--- config.mk ---
export PLATFORM = sky130hd
export DESIGN_NAME = spi_frame_master
export DESIGN_NICKNAME = d
export VERILOG_FILES = /design/src/rtl/spi_fm_pkg.sv /design/src/rtl/spi_fm_halfper.sv /design/src/rtl/spi_fm_txshift.sv /design/src/rtl/spi_fm_rxshift.sv /design/src/rtl/spi_frame_master.sv
export SDC_FILE = /design/constraint.sdc
export NUM_CORES = 1
export LEC_CHECK = 0
export BUFFER_PORTS_ARGS = -buffer_cell sky130_fd_sc_hd__clkbuf_2
export CORE_ASPECT_RATIO = 2
export CORE_MARGIN = 5
export CORE_UTILIZATION = 45
export CTS_CLUSTER_DIAMETER = 150
export CTS_CLUSTER_SIZE = 30
export DETAILED_ROUTE_END_ITERATION = 8
export PLACE_DENSITY = 0.66
export SLEW_MARGIN = 40
export SYNTH_ARGS = -nofsm -noshare
export SYNTH_HDL_FRONTEND = slang
export SYNTH_SLANG_ARGS = --single-unit
export TNS_END_PERCENT = 30
--- constraint.sdc ---
create_clock -name clk -period 5.88 [get_ports clk]
set_clock_uncertainty 0.2 [all_clocks]
set_input_delay 1.176 -clock clk [delete_from_list [all_inputs] [get_ports clk]]
set_output_delay 1.176 -clock clk [all_outputs]
set_load 0.02 [all_outputs]
--- src/rtl/spi_fm_pkg.sv ---
// Package: shared types for the SPI frame sequencer.
// Assumes nothing beyond plain SystemVerilog.
package spi_fm_pkg;
    // Sequencer phases in the order a frame passes through them.
    typedef enum logic [2:0] {
        PH_IDLE = 3'd0,  // no frame open
        PH_LEAD = 3'd1,  // frame select low, clock low, before first bit
        PH_HIGH = 3'd2,  // clock high half of a bit
        PH_LOW  = 3'd3,  // clock low half after a capture
        PH_TAIL = 3'd4   // clock back high, frame select closing
    } fm_phase_t;

    // Shortest word the sequencer will send.
    localparam int FM_MIN_LEN = 4;
endpackage

--- src/rtl/spi_fm_halfper.sv ---
// spi_fm_halfper: counts system clocks inside one serial half period.
// Assumes half_q >= 1, and that half_q stays stable while run is high.
module spi_fm_halfper #(
    parameter int HALF_W = 8
) (
    input  logic              clk,
    input  logic              rst_n,
    input  logic              run,
    input  logic [HALF_W-1:0] half_q,
    output logic              tick
);
    logic [HALF_W-1:0] cnt;

    // tick marks the last system clock of a half period.
    assign tick = run && (cnt == half_q - HALF_W'(1));

    // Counter: held at zero when stopped, wraps on each tick.
    always_ff @(posedge clk) begin
        if (!rst_n || !run || tick) begin
            cnt <= '0;
        end else begin
            cnt <= cnt + HALF_W'(1);
        end
    end
endmodule

--- src/rtl/spi_fm_txshift.sv ---
// spi_fm_txshift: holds the outgoing word left-aligned and counts bits launched.
// Assumes load_len lies in 1..MAX_W; load and shift are never both high.
module spi_fm_txshift #(
    parameter int MAX_W = 16,
    parameter int LEN_W = 5
) (
    input  logic             clk,
    input  logic             rst_n,
    input  logic             load,
    input  logic [MAX_W-1:0] load_data,
    input  logic [LEN_W-1:0] load_len,
    input  logic             shift,
    output logic             msb,
    output logic             word_done
);
    logic [MAX_W-1:0] sh;
    logic [LEN_W-1:0] len_q;
    logic [LEN_W-1:0] sent;
    logic [LEN_W-1:0] shamt;

    assign shamt     = LEN_W'(MAX_W) - load_len;
    assign msb       = sh[MAX_W-1];
    assign word_done = (sent == len_q);

    // Shift register: align a new word, or move the next bit into place.
    always_ff @(posedge clk) begin
        if (!rst_n) begin
            sh    <= '0;
            len_q <= LEN_W'(MAX_W);
            sent  <= LEN_W'(MAX_W);
        end else if (load) begin
            sh    <= load_data << shamt;
            len_q <= load_len;
            sent  <= '0;
        end else if (shift) begin
            sh    <= {sh[MAX_W-2:0], 1'b0};
            sent  <= sent + LEN_W'(1);
        end
    end
endmodule

--- src/rtl/spi_fm_rxshift.sv ---
// spi_fm_rxshift: gathers sampled bits and hands back each finished word.
// Assumes capture is high for one system clock per falling serial edge.
module spi_fm_rxshift #(
    parameter int MAX_W = 16
) (
    input  logic             clk,
    input  logic             rst_n,
    input  logic             capture,
    input  logic             last,
    input  logic             miso,
    input  logic             rx_ready,
    output logic             rx_valid,
    output logic [MAX_W-1:0] rx_data,
    output logic             rx_overrun
);
    logic [MAX_W-1:0] sh;
    logic [MAX_W-1:0] nxt;

    assign nxt = {sh[MAX_W-2:0], miso};

    // Shift in a sampled bit; on the final bit publish the word and clear.
    always_ff @(posedge clk) begin
        if (!rst_n) begin
            sh       <= '0;
            rx_valid <= 1'b0;
            rx_data  <= '0;
        end else begin
            rx_valid <= 1'b0;
            if (capture) begin
                if (last) begin
                    rx_data  <= nxt;
                    rx_valid <= 1'b1;
                    sh       <= '0;
                end else begin
                    sh <= nxt;
                end
            end
        end
    end

    // Overrun: raised for the word that found the receiver not ready.
    always_ff @(posedge clk) begin
        if (!rst_n) begin
            rx_overrun <= 1'b0;
        end else begin
            rx_overrun <= rx_valid && !rx_ready;
        end
    end


    overrun_follows_valid_chk: assert property (@(posedge clk) disable iff (!rst_n)
        rx_overrun |-> $past(rx_valid) && !$past(rx_ready));
endmodule

--- src/rtl/spi_frame_master.sv ---
// spi_frame_master: serial master frame sequencer with a high-resting clock,
// capture on falling edges and launch on rising edges.
// Assumes a synchronous active-low reset. word_len and half_cycles may change
// at any time and are read only at word accept and at frame open.
module spi_frame_master
    import spi_fm_pkg::*;
#(
    parameter int MAX_W  = 16,
    parameter int HALF_W = 8,
    localparam int LEN_W = $clog2(MAX_W + 1)
) (
    input  logic              clk,
    input  logic              rst_n,
    input  logic              enable,
    input  logic              is_master,
    input  logic [LEN_W-1:0]  word_len,
    input  logic [HALF_W-1:0] half_cycles,
    input  logic              tx_valid,
    input  logic [MAX_W-1:0]  tx_data,
    output logic              tx_ready,
    output logic              rx_valid,
    output logic [MAX_W-1:0]  rx_data,
    input  logic              rx_ready,
    output logic              rx_overrun,
    input  logic              miso,
    output logic              sclk,
    output logic              cs_n,
    output logic              mosi,
    output logic              mosi_oe_n,
    output logic              sclk_oe_n
);
    fm_phase_t         ph;
    logic [HALF_W-1:0] half_q;
    logic              tick;
    logic              tx_msb;
    logic              word_done;
    logic [LEN_W-1:0]  len_eff;
    logic              accept;
    logic              launch;
    logic              capture;

    // Clamp the requested length into the supported range.
    always_comb begin
        if (word_len < LEN_W'(FM_MIN_LEN)) begin
            len_eff = LEN_W'(FM_MIN_LEN);
        end else if (word_len > LEN_W'(MAX_W)) begin
            len_eff = LEN_W'(MAX_W);
        end else begin
            len_eff = word_len;
        end
    end

    // Handshake: open a frame, or chain a word at the final capture.
    assign tx_ready = enable && ((ph == PH_IDLE) ||
                                 ((ph == PH_HIGH) && tick && word_done));
    assign accept   = tx_valid && tx_ready;
    assign capture  = (ph == PH_HIGH) && tick;
    assign launch   = tick && ((ph == PH_LEAD) || ((ph == PH_LOW) && !word_done));

    spi_fm_halfper #(.HALF_W(HALF_W)) u_halfper (
        .clk    (clk),
        .rst_n  (rst_n),
        .run    (ph != PH_IDLE),
        .half_q (half_q),
        .tick   (tick)
    );

    spi_fm_txshift #(.MAX_W(MAX_W), .LEN_W(LEN_W)) u_txshift (
        .clk       (clk),
        .rst_n     (rst_n),
        .load      (accept),
        .load_data (tx_data),
        .load_len  (len_eff),
        .shift     (launch),
        .msb       (tx_msb),
        .word_done (word_done)
    );

    spi_fm_rxshift #(.MAX_W(MAX_W)) u_rxshift (
        .clk        (clk),
        .rst_n      (rst_n),
        .capture    (capture),
        .last       (word_done),
        .miso       (miso),
        .rx_ready   (rx_ready),
        .rx_valid   (rx_valid),
        .rx_data    (rx_data),
        .rx_overrun (rx_overrun)
    );

    // Clock pad enable follows the configuration, registered.
    always_ff @(posedge clk) begin
        if (!rst_n) begin
            sclk_oe_n <= 1'b1;
        end else begin
            sclk_oe_n <= !is_master;
        end
    end

    // Phase sequencer: drives frame select, clock, data and data pad enable.
    always_ff @(posedge clk) begin
        if (!rst_n) begin
            ph        <= PH_IDLE;
            half_q    <= HALF_W'(1);
            sclk      <= 1'b1;
            cs_n      <= 1'b1;
            mosi      <= 1'b0;
            mosi_oe_n <= 1'b1;
        end else begin
            case (ph)
                PH_IDLE: begin
                    if (accept) begin
                        ph        <= PH_LEAD;
                        half_q    <= (half_cycles == '0) ? HALF_W'(1) : half_cycles;
                        cs_n      <= 1'b0;
                        mosi_oe_n <= 1'b0;
                        sclk      <= 1'b0;
                    end
                end
                PH_LEAD: begin
                    if (tick) begin
                        ph   <= PH_HIGH;
                        sclk <= 1'b1;
                        mosi <= tx_msb;
                    end
                end
                PH_HIGH: begin
                    if (tick) begin
                        ph   <= PH_LOW;
                        sclk <= 1'b0;
                    end
                end
                PH_LOW: begin
                    if (tick) begin
                        sclk <= 1'b1;
                        if (!word_done) begin
                            ph   <= PH_HIGH;
                            mosi <= tx_msb;
                        end else begin
                            ph <= PH_TAIL;
                        end
                    end
                end
                PH_TAIL: begin
                    if (tick) begin
                        ph        <= PH_IDLE;
                        cs_n      <= 1'b1;
                        mosi_oe_n <= 1'b1;
                        mosi      <= 1'b0;
                    end
                end
                default: ph <= PH_IDLE;
            endcase
        end
    end


    pad_enable_tracks_select_chk: assert property (@(posedge clk) disable iff (!rst_n)
        mosi_oe_n == cs_n);

    rest_clock_high_chk: assert property (@(posedge clk) disable iff (!rst_n)
        cs_n |-> sclk);

    clk_pad_master_chk: assert property (@(posedge clk) disable iff (!rst_n)
        is_master |=> !sclk_oe_n);

    clk_pad_slave_chk: assert property (@(posedge clk) disable iff (!rst_n)
        !is_master |=> sclk_oe_n);

    open_drops_clock_chk: assert property (@(posedge clk) disable iff (!rst_n)
        $fell(cs_n) |-> !sclk);

    launch_on_rise_chk: assert property (@(posedge clk) disable iff (!rst_n)
        (!$stable(mosi) && !cs_n) |-> $rose(sclk));

    rx_pulse_single_chk: assert property (@(posedge clk) disable iff (!rst_n)
        rx_valid |=> !rx_valid);
endmodule

After elaboration in Yosys (flattened, before gate mapping)
Index checks and enable logic that the tools add are counted.
{"block": "op_classes", "n_addsub": 4, "mul": 0, "n_div": 0, "n_lt_le_gt_ge": 2, "n_eq_ne": 13, "shift": 1, "n_mux": 25, "bitwise_logic": 1, "reduce_logical": 33}
{"operator": "2-to-1 mux 16 bit", "n": 2}
{"operator": "2-to-1 mux 5 bit", "n": 4}
{"operator": "2-to-1 mux 3 bit", "n": 6}
{"operator": "<< shifter 16 x 5 -> 16 bit", "n": 1}
{"operator": "2-to-1 mux 15 bit", "n": 1}
{"operator": "one-hot mux 3 bit (5 select lines)", "n": 1}
{"operator": "!= test 2 bit (second input constant)", "n": 6}
{"operator": "AND reduction 5 bit", "n": 2}
{"operator": "nonzero test 3 bit", "n": 3}
{"operator": "adder 8 x 1 -> 8 bit (second input constant)", "n": 1}
{"operator": "equality test 8 bit", "n": 1}
{"operator": "logical AND 1 bit", "n": 8}
{"operator": "logical NOT 8 bit", "n": 1}
{"operator": "2-to-1 mux 8 bit", "n": 1}
{"operator": "subtractor 8 x 1 -> 8 bit (second input constant)", "n": 1}
{"operator": "2-to-1 mux 1 bit", "n": 7}
{"operator": "equality test 3 x 2 -> 1 bit (second input constant)", "n": 2}
{"operator": "one-hot mux 1 bit (3 select lines)", "n": 2}
{"operator": "AND reduction 2 bit", "n": 3}
{"operator": "adder 5 x 1 -> 5 bit (second input constant)", "n": 1}
{"operator": "equality test 5 bit", "n": 1}
{"operator": "> comparator 5 bit (second input constant)", "n": 1}
{"operator": "logical NOT 1 bit", "n": 5}
{"operator": "< comparator 5 x 3 -> 1 bit (second input constant)", "n": 1}
{"operator": "12 further kinds", "n": 17}
{"block": "totals", "reg_bits": 82, "latch_bits": 0, "ram_bits": 0, "rom_bits": 0, "elab_cells": 94, "n_memories": 0}

Logic depth before layout (Yosys ltp)
Gate-level depths: netlist of the first run.
{"block": "logic_depth", "word_depth": 10, "ltp_mapped": 12, "mapped_depth_nobuf": 11}

Hierarchy
From an unflattened synthesis of the first run, not the netlist that was laid out.
{"block": "unflattened", "hier_cells": 506, "hier_area_um2": 4511.8}
{"module": "spi_fm_txshift", "n_inst": 1, "cells_per_inst": 217, "area_per_inst_um2": 1863.0, "seq_area_each_um2": 520.5}
{"module": "spi_fm_rxshift", "n_inst": 1, "cells_per_inst": 129, "area_per_inst_um2": 1253.7, "seq_area_each_um2": 660.6}
{"module": "spi_frame_master", "n_inst": 1, "cells_per_inst": 95, "area_per_inst_um2": 823.3, "seq_area_each_um2": 300.3}
{"module": "spi_fm_halfper", "n_inst": 1, "cells_per_inst": 65, "area_per_inst_um2": 571.8, "seq_area_each_um2": 160.2}

Worst setup path after synthesis of the first run
Ideal clock, no wire load.
{"block": "synth_path", "path_type": "in2reg", "startpoint": "in word_len[4]", "endpoint": "reg u_txshift.sh[13]", "arrival_ps": 3592, "slack_ps": 1954, "path_stages": 12, "n_path_buf": 2, "cell_sequence": "o21ba_2 -> and2_1 -> buf_4 -> inv_1 -> ha_1 -> or3_1 -> nand2_1 -> buf_2 -> mux2i_1 -> mux2_2 -> a221oi_1 -> a211oi_1"}
{"block": "synth_via", "elab_chain_cells": 6, "elab_cells_between_ends": 7, "cone_classes": "add/sub: 1; order compare: 2; shift: 1; mux: 3"}
{"item": "start, declared", "line_no": "spi_frame_master.sv:16", "text": "input logic [LEN_W-1:0] word_len,"}
{"item": "> comparator 5 bit", "line_no": "spi_frame_master.sv:46", "text": "end else if (word_len > LEN_W'(MAX_W)) begin"}
{"item": "2-to-1 mux 5 bit", "line_no": "spi_frame_master.sv:46"}
{"item": "2-to-1 mux 5 bit (*)", "line_no": "spi_frame_master.sv:44", "text": "if (word_len < LEN_W'(FM_MIN_LEN)) begin"}
{"item": "subtractor 5 bit (*)", "line_no": "spi_fm_txshift.sv:21", "text": "assign shamt = LEN_W'(MAX_W) - load_len;"}
{"item": "<< shifter 16 x 5 -> 16 bit (*)", "line_no": "spi_fm_txshift.sv:32", "text": "sh <= load_data << shamt;"}
{"item": "2-to-1 mux 16 bit (*)", "line_no": "spi_fm_txshift.sv:31", "text": "end else if (load) begin"}
{"item": "end signal, assigned", "line_no": "spi_fm_txshift.sv:32"}
{"item": "end signal, assigned", "line_no": "spi_fm_txshift.sv:36", "text": "sh <= {sh[MAX_W-2:0], 1'b0};"}
{"item": "end, declared", "line_no": "spi_fm_txshift.sv:16", "text": "logic [MAX_W-1:0] sh;"}
Mark *: on every way between the ends. The rest lies on a longest branch, timed or not.
A chain may end at the register's enable or synchronous reset.

Final worst setup path of the first run
{"block": "layout_path", "startpoint": "reg half_q[0]", "endpoint": "out tx_ready"}
{"block": "layout_via", "elab_chain_cells": 7}
{"item": "start, declared", "line_no": "spi_frame_master.sv:33", "text": "logic [HALF_W-1:0] half_q;"}
{"item": "start signal, assigned", "line_no": "spi_frame_master.sv:114", "text": "half_q <= (half_cycles == '0) ? HALF_W'(1) : half_cycles;"}
{"item": "subtractor 8 x 1 -> 8 bit", "line_no": "spi_fm_halfper.sv:15", "text": "assign tick = run && (cnt == half_q - HALF_W'(1));"}
{"item": "equality test 8 bit", "line_no": "spi_fm_halfper.sv:15"}
{"item": "logical AND 1 bit", "line_no": "spi_fm_halfper.sv:15"}
{"item": "logical AND 1 bit (2 in series)", "line_no": "spi_frame_master.sv:55", "text": "((ph == PH_HIGH) && tick && word_done));"}
{"item": "logical OR 1 bit", "line_no": "spi_frame_master.sv:54", "text": "assign tx_ready = enable && ((ph == PH_IDLE) ||"}
{"item": "logical AND 1 bit", "line_no": "spi_frame_master.sv:54"}
{"item": "end, declared", "line_no": "spi_frame_master.sv:20", "text": "output logic tx_ready,"}
No other way between the ends.

==> flow_metrics.py, run 1 <==
metrics = {
    "yosys": {
        "synth_edf_count": 0,
        "postSynthAreaPerCell_um2": 8.37,
        "synth_area_leader_cell": "dfxtp_1",
        "synth-main-ff-cell": "dfxtp_1",
        "yosysWarnings": 0,
        "synth.yosys.seq_area_share_pct": 36.6,
        "syn_area_mm2": 0.00449,
        "async_flop_share_pct": 0,
        "ys_top_cells_by_area": "dfxtp_1 (37%), mux2i_1 (8.5%), nand2_1 (6.8%), a21oi_1 (4.6%), nand3_1 (4.0%)",
        "synth-seq-cells": 82,
        "netlist_top_cells_count": "dfxtp_1 (82), nand2_1 (81), a21oi_1 (41)",
        "ys_types": 63,
        "syn_nets": 576,
        "synth_most_common_cell": "dfxtp_1",
        "synth_top_area_share_pct": 36.6,
        "synth_cells": 536,
    },
    "sta": {
        "relSlewSlack_pct": 46.3,
        "timing.fmax_ghz": 0.221,
        "fin_ws_ns": 1.36,
        "fin_hold_ws_ns": 0.235,
        "tightest_slew_ns": 0.805,
        "finalMaxSlewViolations": 0,
        "finalSetupTns_ns": 0,
        "min_period_ns": 4.52,
        "grt_setup_unrepaired": "false",
        "hold_violations": 0,
        "finalSetupViolations": 0,
        "finalCritPeriodShare_pct": 76.9,
    },
    "detailed_routing": {
        "postRouteAntennaNets": 0,
        "firstDrtPassIters": 6,
        "drtIter0Drc": 252,
        "vias": 4081,
        "viasPerCell": 5.74,
        "wl_per_cell_um": 16.5,
        "drc": 0,
        "routed_wl_um": 11800,
    },
    "worst_hold_path": {
        "hp-start": "u_rxshift.rx_valid",
        "hold_path.class": "flip-flop to flip-flop",
    },
    "worst_setup_path": {
        "r2r_start": "half_q[0]",
        "worstSetupStartpoint": "half_q[0]",
        "crit_arrival_ns": 3.15,
        "required_ns": 4.50,
        "cp-end-kind": "output port",
        "crit_type": "flip-flop to output port",
        "start_kind": "flip-flop",
        "crit_fanout": 17,
    },
    "placement": {
        "place_worst_setup_slack_ns": 1.10,
        "dp_cells": 695,
        "io_buffer_count": 59,
        "placed_area_mm2": 0.00484,
        "dp_hpwl_um": 8880,
        "place.gp.congestion": 0.967,
    },
    "power": {
        "vdd_drop_max_mv": 0.210,
        "p_leak_nw": 1.91,
        "power_mw": 1.40,
        "powerDensity_mw_per_mm2": 271,
    },
    "grt": {
        "grt_pass1_vias": 4081,
        "antenna_found_initial": 0,
        "grt_use_total_pct": 20.3,
        "grt_pass1_wl_um": 19500,
        "overflow": 0,
        "grt_max_degree": 47,
    },
    "floorplanning": {
        "die_y_um": 151,
        "rows": 51,
        "io_pins": 60,
        "die_x_um": 80.6,
        "core_mm2": 0.00976,
        "start_util_pct": 45.9,
        "die_area_mm2": 0.0122,
    },
    "final_layout": {
        "antennaDiodeCount": 0,
        "fin_nets": 614,
        "final_area_mm2": 0.00516,
        "final_core_util_pct": 52.8,
        "final_cells": 711,
        "drive_above_1_share_pct": 17.6,
        "area_growth_pct": 15.0,
    },
    "clock_network": {
        "cts_tree": "yes",
        "numCtsBuffers": 9,
        "path_clk_slew_ns": 0.06,
        "clk_latency_ns": 0.33,
        "cts_root_buffer": "clkbuf_16",
        "cts-htree-levels": 3,
        "cts.repair.resized": 0,
        "ctsHoldBuffers": 0,
        "clock-sinks": 82,
        "cts_buffer_depth": 2,
        "postCtsSetupRepairBufs": 0,
    },
    "flow_run": {
        "cap_violations": 0,
    },
    "run_status": {
        "status": "complete, no violations",
    },
}
-- cells by family (layout without fill, tap and decap cells) --
family                   Yosys count  count (layout)  synth area share, %
AO/OA/AOI/OAI                    132             132                 19.5
XOR/XNOR                          23              23                 4.49
adder cells (fa/ha/maj)            4               4                 1.12
buffers and inverters             49              92                 4.85
flip-flops                        82              82                 36.6
multiplexers                      48              48                 12.7
AND/OR/NAND/NOR                  198             198                 20.7
-- placed cells by master, fill, tap and decap left out, types with 9 or more instances in the layout --
| master | instances |
|---|---|
| nand2_1 | 81 |
| clkbuf_16 | 9 |
| a21oi_1 | 41 |
| o21ai_0 | 26 |
| xor2_1 | 13 |
| dfxtp_1 | 82 |
| clkbuf_2 | 59 |
| nor2_1 | 31 |
| nand3_1 | 36 |
| inv_1 | 9 |
| xnor2_1 | 10 |
| mux2i_1 | 38 |
-- layer usage --
metal / up-vias / global-route usage, % / share of wire [%]
met5: - / 0 / 0
met2: 103 / 39.4 / 56
met4: 0 / 10.9 / 5.0
met3: 40 / 2.98 / 3.5
met1: 1925 / 19.8 / 35
li1: 2013 / - / -
-- area by class of cell --
cell class              instances  area, um^2
clock buffers                  10         229
clock inverters                 6        90.1
fillers                       941        4600
inverters                      10        37.5
multi-input cells             405        2650
flip-flops and latches         82        1640
well taps                     132         165
repair buffers                 66         348
-- sequential cells by signal, indices dropped and copies added, names as in the netlist, 3 cells and up --
register and flops:
u_txshift.len_q 5, u_rxshift.rx_data 16, u_txshift.sh 16, u_txshift.sent 5, half_q 8, u_halfper.cnt 8
u_rxshift.sh 15, ph 3
-- critical path, cell delays in order (launching register included) --
cell,delay [ns]
dfxtp_1,0.38
inv_1,0.08
ha_1,0.32
o21ba_1,0.22
a221oi_1,0.33
a41oi_1,0.13
nor4_4,0.43
o21ai_2,0.13
nor3_2,0.17
buf_4,0.31
o21a_1,0.15
clkbuf_2,0.16
-- power by group --
group	switching, mW	internal (mW)	total [mW]
combinational	0.133	0.0836	0.217
sequential	0.0133	0.572	0.585
clock	0.224	0.373	0.597
-- worst paths after layout --
path | to | slack, ns | depth (start not counted)
worst min-delay path | u_rxshift.rx_overrun | 0.23 | 2
worst max register to register | u_txshift.sh[8] | 2.50 | 9
worst max-delay path | tx_ready | 1.36 | 11
worst min register to register | u_rxshift.rx_overrun | 0.23 | 2
Note: power is estimated with default switching activity, not from simulation.
==> run 2: changes to the inputs <==
clock period = 4.6 ns   (was 5.88 ns; I/O delays follow)
==> run 2 against run 1 <==
  * Global-route usage barely moved
  * Sequential power rose by 28%
  * Setup slack got worse by 0.66 ns
  * Count of clock-buffer cells in the layout fell by 1
  * Clock power rose by 15%
  * Design area fell by 0.12%
  * Cell count rose by 0.56%
  * Power rose by 22%
  * Via count rose by 1.6%
==> flow_metrics.py, run 2 (same netlist as run 1, synthesis figures left out) <==
metrics = {
    "sta": {
        "finalMaxSlewViolations": 0,
        "fin_ws_ns": 0.702,
        "relSlewSlack_pct": 53.9,
        "finalSetupTns_ns": 0,
        "grt_setup_unrepaired": "false",
        "tightest_slew_ns": 0.691,
        "finalSetupViolations": 0,
        "timing.fmax_ghz": 0.257,
        "finalCritPeriodShare_pct": 84.7,
        "min_period_ns": 3.90,
        "hold_violations": 0,
    },
    "run_status": {
        "status": "complete, no violations",
    },
    "floorplanning": {
        "die_y_um": 151,
        "die_x_um": 80.6,
        "start_util_pct": 45.9,
        "io_pins": 60,
        "core_mm2": 0.00976,
        "rows": 51,
        "die_area_mm2": 0.0122,
    },
    "detailed_routing": {
        "routed_wl_um": 11800,
        "vias": 4147,
        "drc": 0,
        "firstDrtPassIters": 4,
        "viasPerCell": 5.80,
        "drtIter0Drc": 185,
        "postRouteAntennaNets": 0,
        "wl_per_cell_um": 16.5,
    },
    "grt": {
        "antenna_found_initial": 0,
        "grt_use_total_pct": 20.3,
        "grt_pass1_vias": 4141,
        "grt_max_degree": 43,
        "grt_pass1_wl_um": 19100,
        "overflow": 0,
    },
    "power": {
        "power_switching_mw": 0.496,
        "power_mw": 1.71,
        "p_leak_nw": 1.92,
        "p_seq_share_pct": 43.7,
        "powerDensity_mw_per_mm2": 332,
        "comb_power_share_pct": 16.2,
        "vdd_drop_max_mv": 0.246,
        "internal_power_mw": 1.22,
        "power_frac_clock_pct": 40.1,
        "swShare_pct": 29.0,
    },
    "worst_hold_path": {
        "hold_depth": 2,
        "hold_path.class": "flip-flop to flip-flop",
    },
    "final_layout": {
        "top_regs": "u_rxshift.rx_data: 16 flops, u_txshift.sh: 16 flops, u_rxshift.sh: 15 flops",
        "antennaDiodeCount": 0,
        "fin_nets": 618,
        "final_core_util_pct": 52.8,
        "area_growth_pct": 14.9,
        "final-seq-area_mm2": 0.00164,
        "multi_input_area_mm2": 0.00265,
        "n_fill_cell": 963,
        "final_cell_mix": "dfxtp_1 (82), nand2_1 (81), clkbuf_2 (59)",
        "drive_above_1_share_pct": 18.2,
        "layout_commonest_cell": "dfxtp_1",
        "final_area_mm2": 0.00515,
    },
    "clock_network": {
        "ctsHoldBuffers": 0,
        "cts_tree": "yes",
        "cts_root_buffer": "clkbuf_16",
        "numCtsBuffers": 9,
        "cts.repair.resized": 0,
        "cts_buffer_depth": 2,
        "clock-sinks": 82,
        "cts-htree-levels": 3,
        "clk_latency_ns": 0.34,
        "postCtsSetupRepairBufs": 0,
        "path_clk_slew_ns": 0.06,
    },
    "worst_setup_path": {
        "start_kind": "flip-flop",
        "required_ns": 3.48,
        "r2r_cells": 9,
        "crit_type": "flip-flop to output port",
        "cp-end-kind": "output port",
        "crit_fanout": 8,
        "crit_arrival_ns": 2.78,
    },
    "flow_run": {
        "cap_violations": 0,
    },
    "placement": {
        "placed_area_mm2": 0.00487,
        "io_buffer_count": 59,
        "place_worst_setup_slack_ns": 0.626,
        "dp_hpwl_um": 9040,
        "place.gp.congestion": 0.941,
    },
}
[run 2: per-stage QoR]
stage / hold slack, ns / instances
floorplan: 0.235 / 536
global placement: 0.240 / 699
detailed placement: 0.246 / 699
CTS: 0.259 / 715
global route: 0.274 / 715
finish: 0.249 / 715
[run 2: worst max-delay path: stages (launching register included)]
cell	delay (ns)
dfxtp_1	0.38
inv_1	0.08
ha_1	0.30
o21ba_1	0.21
a221oi_1	0.28
a41oi_1	0.11
nor4_4	0.42
o21ai_2	0.13
nor3_2	0.21
o21a_1	0.15
clkbuf_2	0.17
[run 2: final timing paths]
check,from,end,slack (ns)
worst max register to register,half_q[0],u_txshift.sh[8],1.36
worst max-delay path,half_q[0],tx_ready,0.70
worst min-delay path,u_rxshift.rx_valid,u_rxshift.rx_overrun,0.25
worst min register to register,u_rxshift.rx_valid,u_rxshift.rx_overrun,0.25
[run 2: cell type report]
| type | instances | area share (%) |
|---|---|---|
| sequential | 82 | 31.9 |
| timing repair buffer | 70 | 7.33 |
| clock inverter | 7 | 1.17 |
| tap | 132 | 3.21 |
| clock buffer | 9 | 4.37 |
| multi-input combinational | 405 | 51.3 |
| inverter | 10 | 0.729 |
[run 2: layer usage]
layer  track usage [%]  routed length [um]
met5                 0                   0
met3              3.04                 531
met4              14.8                 764
met1              18.4                4100
met2              39.0                6430
[run 2: power by group through the flow]
stage,Clock (mW),Combinational (mW),Sequential [mW]
finish,0.687,0.277,0.747
global route,0.724,0.302,0.750
CTS,0.699,0.277,0.747
detailed placement,0,0.275,0.764
global placement,0,0.271,0.763
floorplan,0,0.198,0.760
